File: config.mk
export PLATFORM = sky130hd
export DESIGN_NAME = byte_dma_channel
export DESIGN_NICKNAME = d
export VERILOG_FILES = /design/src/rtl/dma_chan_pkg.sv /design/src/rtl/dma_grant_check.sv /design/src/rtl/dma_regfile.sv /design/src/rtl/dma_mover.sv /design/src/rtl/byte_dma_channel.sv
export SDC_FILE = /design/constraint.sdc
export NUM_CORES = 1
export LEC_CHECK = 0
export BUFFER_PORTS_ARGS = -buffer_cell sky130_fd_sc_hd__buf_2
export CAP_MARGIN = 10
export CORE_MARGIN = 2
export CORE_UTILIZATION = 50
export DETAILED_ROUTE_END_ITERATION = 10
export GPL_TIMING_DRIVEN = 0
export PLACE_DENSITY = 0.77
export SKIP_LAST_GASP = 1
export SYNTH_ARGS = -nofsm -noshare
export SYNTH_HDL_FRONTEND = slang
export SYNTH_SLANG_ARGS = --single-unit
export TNS_END_PERCENT = 20
File: constraint.sdc
create_clock -name clk -period 2.5 [get_ports clk]
set_input_delay 0.5 -clock clk [delete_from_list [all_inputs] [get_ports clk]]
set_output_delay 0.5 -clock clk [all_outputs]
set_load 0.1 [all_outputs]
File: src/rtl/dma_chan_pkg.sv
package dma_chan_pkg;

    localparam int REG_W     = 32;
    localparam int REG_COUNT = 4;
    localparam int IDX_W     = $clog2(REG_COUNT);

    localparam logic [IDX_W-1:0] IDX_REAL  = 2'd0;
    localparam logic [IDX_W-1:0] IDX_VIRT  = 2'd1;
    localparam logic [IDX_W-1:0] IDX_COUNT = 2'd2;
    localparam logic [IDX_W-1:0] IDX_CTRL  = 2'd3;

    localparam logic [REG_W-1:0] CTRL_WR_MASK = 32'hfd00_0e00;
    localparam int BIT_DONE  = 0;
    localparam int BIT_BERR  = 22;
    localparam int BIT_BUSY  = 25;
    localparam int BIT_FRC   = 29;
    localparam int BIT_DIR   = 30;

    typedef enum logic [0:0] {MV_IDLE, MV_XFER} mover_state_e;

    typedef struct packed {
        logic [REG_W-1:0] real_a;
        logic [REG_W-1:0] virt_a;
        logic [REG_W-1:0] count;
        logic [REG_W-1:0] ctrl;
    } chan_regs_t;

    function automatic logic starts_forced(input logic [REG_W-1:0] w);
        return w[BIT_DIR] & w[BIT_FRC];
    endfunction

endpackage

File: src/rtl/dma_grant_check.sv
module dma_grant_check #(
    parameter int              ARB_W      = 16,
    parameter logic [ARB_W-1:0] GRANT_MASK = 16'h0004
) (
    input  logic [ARB_W-1:0] arb,
    output logic             granted
);
    assign granted = |(arb & GRANT_MASK);
endmodule

File: src/rtl/dma_regfile.sv
module dma_regfile
    import dma_chan_pkg::*;
(
    input  logic             clk,
    input  logic             rst,
    input  logic             wr_en,
    input  logic [IDX_W-1:0] wr_idx,
    input  logic [REG_W-1:0] wr_data,
    input  logic             step,
    input  logic             busy_upd,
    input  logic             busy_val,
    output chan_regs_t       regs,
    output logic             forced
);
    logic last_byte;
    assign last_byte = (regs.count == 32'd1);

    always_ff @(posedge clk) begin
        if (rst) begin
            regs   <= '0;
            forced <= 1'b0;
        end else begin
            if (busy_upd)
                regs.ctrl[BIT_BUSY] <= busy_val;
            if (step) begin
                regs.real_a <= regs.real_a + 32'd1;
                regs.virt_a <= regs.virt_a + 32'd1;
                regs.count  <= regs.count - 32'd1;
                if (last_byte) begin
                    regs.ctrl[BIT_DONE] <= 1'b1;
                    forced              <= 1'b0;
                end
            end
            if (wr_en) begin
                case (wr_idx)
                    IDX_REAL:  regs.real_a <= wr_data;
                    IDX_VIRT:  regs.virt_a <= {wr_data[REG_W-1:2], 2'b00};
                    IDX_COUNT: regs.count  <= wr_data;
                    default: begin
                        regs.ctrl <= wr_data & CTRL_WR_MASK;
                        forced    <= starts_forced(wr_data);
                    end
                endcase
            end
        end
    end

    assert_count_step_R6: assert property (@(posedge clk) disable iff (rst)
        (step && !wr_en) |=> regs.count == $past(regs.count) - 32'd1);
    assert_step_nonzero_R6: assert property (@(posedge clk) disable iff (rst)
        step |-> regs.count != 32'd0);
    assert_virt_align_R3: assert property (@(posedge clk) disable iff (rst)
        (wr_en && wr_idx == IDX_VIRT) |=> regs.virt_a[1:0] == 2'b00);
    assert_berr_zero_R2: assert property (@(posedge clk) disable iff (rst)
        regs.ctrl[BIT_BERR] == 1'b0);

endmodule

File: src/rtl/dma_mover.sv
module dma_mover
    import dma_chan_pkg::*;
#(
    parameter int DATA_W = 8,
    parameter bit USE_TC = 1'b1
) (
    input  logic              clk,
    input  logic              rst,
    input  logic              want,
    input  logic              granted,
    input  logic              dir_m2d,
    input  logic              count_is_one,
    input  logic [DATA_W-1:0] dev_rdata,
    input  logic              mem_ready,
    input  logic [DATA_W-1:0] mem_rdata,
    output logic              mem_valid,
    output logic              mem_write,
    output logic [DATA_W-1:0] mem_wdata,
    output logic              step,
    output logic              busy_upd,
    output logic              busy_val,
    output logic              dev_ack,
    output logic              dev_tc,
    output logic [DATA_W-1:0] dev_wdata
);
    mover_state_e      state;
    logic              dir_q;
    logic [DATA_W-1:0] byte_q;

    assign mem_valid = (state == MV_XFER);
    assign mem_write = mem_valid && !dir_q;
    assign mem_wdata = byte_q;
    assign step      = mem_valid && mem_ready;
    assign busy_upd  = (state == MV_IDLE);
    assign busy_val  = want && !granted;

    always_ff @(posedge clk) begin
        if (rst) begin
            state     <= MV_IDLE;
            dir_q     <= 1'b0;
            byte_q    <= '0;
            dev_ack   <= 1'b0;
            dev_tc    <= 1'b0;
            dev_wdata <= '0;
        end else begin
            dev_ack <= 1'b0;
            dev_tc  <= 1'b0;
            case (state)
                MV_IDLE: begin
                    if (want && granted) begin
                        state  <= MV_XFER;
                        dir_q  <= dir_m2d;
                        byte_q <= dev_rdata;
                    end
                end
                default: begin
                    if (mem_ready) begin
                        state   <= MV_IDLE;
                        dev_ack <= 1'b1;
                        dev_tc  <= USE_TC && count_is_one;
                        if (dir_q)
                            dev_wdata <= mem_rdata;
                    end
                end
            endcase
        end
    end

    assert_grant_before_issue_R4: assert property (@(posedge clk) disable iff (rst)
        $rose(mem_valid) |-> $past(granted));
    assert_hold_until_ready_R9: assert property (@(posedge clk) disable iff (rst)
        (mem_valid && !mem_ready) |=> mem_valid);
    assert_tc_pulse_R7: assert property (@(posedge clk) disable iff (rst)
        dev_tc |=> !dev_tc);

endmodule

File: src/rtl/byte_dma_channel.sv
module byte_dma_channel
    import dma_chan_pkg::*;
#(
    parameter int               DATA_W     = 8,
    parameter int               ARB_W      = 16,
    parameter logic [ARB_W-1:0] GRANT_MASK = 16'h0004,
    parameter bit               USE_TC     = 1'b1
) (
    input  logic              clk,
    input  logic              rst,
    input  logic              reg_wr_en,
    input  logic [1:0]        reg_wr_idx,
    input  logic [31:0]       reg_wr_data,
    input  logic [1:0]        reg_rd_idx,
    output logic [31:0]       reg_rd_data,
    input  logic [ARB_W-1:0]  arb_ctl,
    input  logic              dev_req,
    input  logic [DATA_W-1:0] dev_rdata,
    output logic [DATA_W-1:0] dev_wdata,
    output logic              dev_ack,
    output logic              dev_tc,
    output logic              mem_valid,
    output logic              mem_write,
    output logic [31:0]       mem_addr,
    output logic [DATA_W-1:0] mem_wdata,
    input  logic              mem_ready,
    input  logic [DATA_W-1:0] mem_rdata
);
    chan_regs_t regs;
    logic forced, granted, want, step, busy_upd, busy_val;

    dma_grant_check #(.ARB_W(ARB_W), .GRANT_MASK(GRANT_MASK)) u_grant (
        .arb(arb_ctl), .granted(granted)
    );

    dma_regfile u_regs (
        .clk(clk), .rst(rst),
        .wr_en(reg_wr_en), .wr_idx(reg_wr_idx), .wr_data(reg_wr_data),
        .step(step), .busy_upd(busy_upd), .busy_val(busy_val),
        .regs(regs), .forced(forced)
    );

    assign want = (dev_req || forced) && (regs.count != 32'd0);

    dma_mover #(.DATA_W(DATA_W), .USE_TC(USE_TC)) u_mover (
        .clk(clk), .rst(rst),
        .want(want), .granted(granted), .dir_m2d(regs.ctrl[BIT_DIR]),
        .count_is_one(regs.count == 32'd1),
        .dev_rdata(dev_rdata), .mem_ready(mem_ready), .mem_rdata(mem_rdata),
        .mem_valid(mem_valid), .mem_write(mem_write), .mem_wdata(mem_wdata),
        .step(step), .busy_upd(busy_upd), .busy_val(busy_val),
        .dev_ack(dev_ack), .dev_tc(dev_tc), .dev_wdata(dev_wdata)
    );

    assign mem_addr = regs.real_a;

    always_comb begin
        case (reg_rd_idx)
            IDX_REAL:  reg_rd_data = regs.real_a;
            IDX_VIRT:  reg_rd_data = regs.virt_a;
            IDX_COUNT: reg_rd_data = regs.count;
            default:   reg_rd_data = regs.ctrl;
        endcase
    end

    assert_addr_stable_R9: assert property (@(posedge clk) disable iff (rst)
        (mem_valid && !mem_ready) |=> $stable(mem_addr));
    assert_done_no_move_R7: assert property (@(posedge clk) disable iff (rst)
        (regs.count == 32'd0 && !mem_valid) |=> !mem_valid);

endmodule

# Word-level counts from Yosys, hierarchy flattened
# Index checks and enable logic that the tools add are counted.
# totals
in_bits	73
reg_bits	129
word_cells	59
# classes
n_reduce_logical	17
bitwise	4
mux	18
addsub	3
n_eq_ne	5
# op_table
cell	count
128-bit two-way mux	1
32-bit two-way mux	4
96-bit two-way mux	1
32-bit one-hot mux with 3 select lines	1
32-bit by 1-bit adder with 32-bit output, second input constant	2
32-bit by 1-bit equality test with 1-bit output, second input constant	1
32-bit nonzero test	1
32-bit by 1-bit subtractor with 32-bit output, second input constant	1
1-bit two-way mux	11
3-bit OR reduction	2
1-bit logical AND	5
2-bit by 1-bit equality test with 1-bit output, second input constant	2
2-bit equality test, second input constant	2
2-bit zero test	2
2-bit AND reduction	2
1-bit inverter	3
3-bit AND reduction	1
1-bit zero test	2
2-bit OR reduction	1
1-bit bitwise AND	1
1-bit logical OR	1

# Logic depth before layout (Yosys ltp)
# depth
depth_word	6
ltp_mapped	8
ltp_nobuf	7

# Modules after synthesis
# A second synthesis with hierarchy kept.
# hier_totals
cells_unflattened	833
hier_area_um2	7651.1
# by_module_without_submodules
module	instances	area_each_um2	cells_each
dma_regfile	1	5866.9	692
byte_dma_channel	1	894.6	52
dma_mover	1	882.1	88
dma_grant_check	1	7.5	1

# Worst setup path before layout
# No wires, ideal clock.
# synth_path
path_type	input-to-output
startpoint	in reg_rd_idx[1]
endpoint	out reg_rd_data[14]
path_buffers	2
cell_stages	4
required_time_ps	2000
setup_slack_ps	-1448
arrival_time_ps	3448
path_cell_list	clkbuf_1 > clkbuf_1 > mux2i_1 > o21ai_0
# synth_between
elab_chain_cells	2
elab_cells_between_ends	4
# synth_lines
item	line_no	rtl
from (decl)	byte_dma_channel.sv:14	input logic [1:0] reg_rd_idx,
2-bit equality test, or another cell as far along	byte_dma_channel.sv:58	case (reg_rd_idx)
32-bit one-hot mux with 3 select lines (*)	byte_dma_channel.sv:58	
to (decl)	byte_dma_channel.sv:15	output logic [31:0] reg_rd_data,
# Mark *: on every way between the ends. The rest lies on a longest branch, timed or not.

# Worst setup path after layout
# layout_path
startpoint	in reg_rd_idx[1]
endpoint	out reg_rd_data[3]
# The elaborated chain is that of the path after synthesis.

==> reports/metrics.csv <==
metric;value;unit
vias in the first global route;7106;
I/O pins;157;
Inserted Diodes;0;
Filler Cell Count;1312;
final WL;26.4;mm
slowest CP cell;buf_2;
Total Nets Final;1166;
placed instance count;1250;
Detailed Route Iter0 Violations;959;
pin count of the biggest net entering global routing;17;
via count;7968;
Fin. Hold Viols;0;
FF-to-FF setup slack;-0.01;ns
clk slew on worst S/H paths;0.05;ns
fin crit period;2.57;ns
Max Root-Sink Buffers;2;
capture point of the worst reg-to-reg path;u_regs.regs[61]$_SDFF_PP0_;
routed len/inst;20.6;um
Final Max Slew Viols;0;
final setup violating endpoints;17;
CP startpoint kind;input pin;
Die ar.;15900;sq um
critical path class;in -> out;
Core Box Area;14500;sq um
drt drc;0;
share of cells above drive strength 1;0.240;
Finished Layout Cells;1285;
hold crit path type;in -> reg;
fmax;390;MHz
Cell Chain, Critical Path;clkbuf_1, clkbuf_4, mux2i_1, o21ai_2, buf_2;
status;finished, violations left;
Mapped Nets;1004;
Arr. time, crit path;2.07;ns
Worst-Margin Slew;0.969;ns
Worst Hold Depth;3;
Max Cap Viol;0;
Leak;3.59;nW
Final ANT Viol Nets;0;
mapped cell area;7450;sq um
FFs w/ async S/R, synth;0;
area added between synthesis and finish;23.3;%
first-pass GRT wire length;39.8;mm
synthesis warning total;0;
Die H;126;um
GPL Wtd Cong;0.944;
pwr/cell area;679;nW/um^2
CTS Sinks;129;
Top FF cell, synth;dfxtp_1;
CP endpoint kind;output pin;
gr ovfl total;0;
crit path capture;reg_rd_data[3];
port bufs;139;
Clk Latency, worst-skew pair;0.43;ns
fin util;0.632;
final hold slack;0.324;ns
CTS tree;yes;
mean post-synth cell area;8.04;sq um
EDFF count, synth;0;
reg2reg path depth;6;
Setup WS pre-CTS;-0.586;ns
commonest cells after routing, fill and taps aside;140 x buf_2, 128 x dfxtp_1, 108 x nand2_1;
synthesized instance count;927;
critical path peak fanout;10;
Req. time, crit path;2.00;ns
initial core utilization;0.513;
Inserted Clock Buffers;17;
Via density;6.20;
worst vdd ir;0.490;mV
die width;126;um
sequential-to-total area share from yosys stat;0.347;
Tcrit/Tclk final;1.03;
DRT Pass-1 Iters;5;
root buffer cell;clkbuf_16;
RSZ-0062 raised after global routing;yes;
Final HPWL DP;19.3;mm
H-tree levels;4;
FP Rows;44;
most common cell after layout, fill and taps aside;buf_2;
failing checks;setup timing;
CP peak stage delay;0.45;ns
Worst Skew;0.00895;ns
Tot GR Track Use;0.322;
Final Worst Setup Slack;-0.0669;ns
Cell variety after synth;52;
post-place instance area;8510;sq um
slew margin rel.;0.348;
post-route cell area;9190;sq um
flops & latches, synth;129;
worst r2r src;u_regs.regs[48]$_SDFF_PP0_;
CP startpoint;reg_rd_idx[1];
antenna violations before repair;0;
## metal layers
layer,vias up,track usage,part of all wire,wire (um)
met3,75,0.0879,0.11,3040
met4,0,0.117,0.034,893
met5,-,0,0,0
met1,3720,0.429,0.40,10600
met2,516,0.501,0.45,11800
li1,3657,-,-,-
## how the worst min path moves through the flow
stage                                       from                           endpoint  slack, ns
5_1_grt                             mem_rdata[7]  u_mover.dev_wdata[7]$_SDFFE_PP0P_       0.34
3_5_place_dp        u_regs.regs[11]$_SDFFE_PP0P_       u_regs.regs[11]$_SDFFE_PP0P_       0.45
6_report                            mem_rdata[7]  u_mover.dev_wdata[7]$_SDFFE_PP0P_       0.32
2_1_floorplan          u_regs.regs[0]$_SDFF_PP0_          u_regs.regs[0]$_SDFF_PP0_       0.43
4_1_cts                             mem_rdata[7]  u_mover.dev_wdata[7]$_SDFFE_PP0P_       0.32
3_3_place_gp   u_mover.dev_wdata[7]$_SDFFE_PP0P_  u_mover.dev_wdata[7]$_SDFFE_PP0P_       0.44
## power by group
| part | switching, mW | internal [mW] | leakage [nW] |
|---|---|---|---|
| logic | 1.09 | 0.383 | 2.25 |
| registers | 0.167 | 2.17 | 1.05 |
| clock network | 0.912 | 1.51 | 0.286 |
| total | 2.17 | 4.07 | 3.59 |
## cell usage after synthesis (all sizes together), types with 3 or more instances
master,number,area share
ha,4,0.0067
a21oi,67,0.045
nor2,70,0.035
and3,18,0.015
nand4,26,0.022
nand2,108,0.054
dfxtp,129,0.35
nor3,18,0.013
or2,5,0.0042
mux2i,29,0.039
o22ai,5,0.0042
a31oi,6,0.0050
nor3b,14,0.014
a211oi,33,0.033
xor2,38,0.045
inv,7,0.0035
or3,12,0.010
nor2b,3,0.0025
mux4,12,0.036
clkbuf,56,0.028
xnor2,33,0.039
buf,39,0.037
nor4,20,0.020
o221ai,9,0.011
and4,9,0.011
nand3,47,0.032
o21ai,77,0.052
a311oi,7,0.0082
and2,3,0.0025
or4,4,0.0055
## timing repair
| item | CTS | global route |
|---|---|---|
| endpoints found under the setup margin | 48 | 63 |
| setup buffers | 0 | 4 |
| resized for setup | 13 | 14 |
| hold buffers | 0 | 0 |
| pin swaps | 1 | 4 |
## stage by stage
stage / setup TNS (ns) / power, mW
6_report: -0.416 / 6.24
5_1_grt: -1.40 / 6.41
4_1_cts: -2.71 / 6.19
3_5_place_dp: -17.09 / 3.80
3_3_place_gp: -17.57 / 3.79
2_1_floorplan: -3.98 / 3.46
## sequential cells by signal (all words and copies together), names as in the netlist
name	count
u_mover.dir_q	1
u_regs.regs	108
u_mover.mem_wdata	8
u_mover.dev_tc	1
u_regs.forced	1
u_mover.mem_valid	1
u_mover.dev_ack	1
u_mover.dev_wdata	8
## final cells by class
type,count,area [sq um],area share
Tap cell,184,230,0.0251
Clock inverter,5,50.0,0.00545
Multi-Input combinational cell,696,4510,0.491
Timing Repair Buffer,143,751,0.0817
Sequential cell,129,2580,0.281
Buffer,95,512,0.0557
Clock buffer,26,519,0.0565
Inverter,7,26.3,0.00286
## kinds of logic (layout without fill, tap and decap cells)
kind of cell    after synthesis  in the layout  synth area share
fa+ha+maj                     4              4           0.00672
flops                       129            129             0.347
buf+inv                     102            276            0.0688
mux                          41             41            0.0752
xor+xnor                     71             71            0.0835
compound gates              215            215             0.170
simple gates                365            365             0.249
## worst max-delay path, delay by kind of cell
| family | cells | cell delay (ns) |
|---|---|---|
| buffers and inverters | 3 | 1.23 |
| multiplexers | 1 | 0.17 |
| AO/OA/AOI/OAI | 1 | 0.16 |
(Power assumes the default switching activity.)
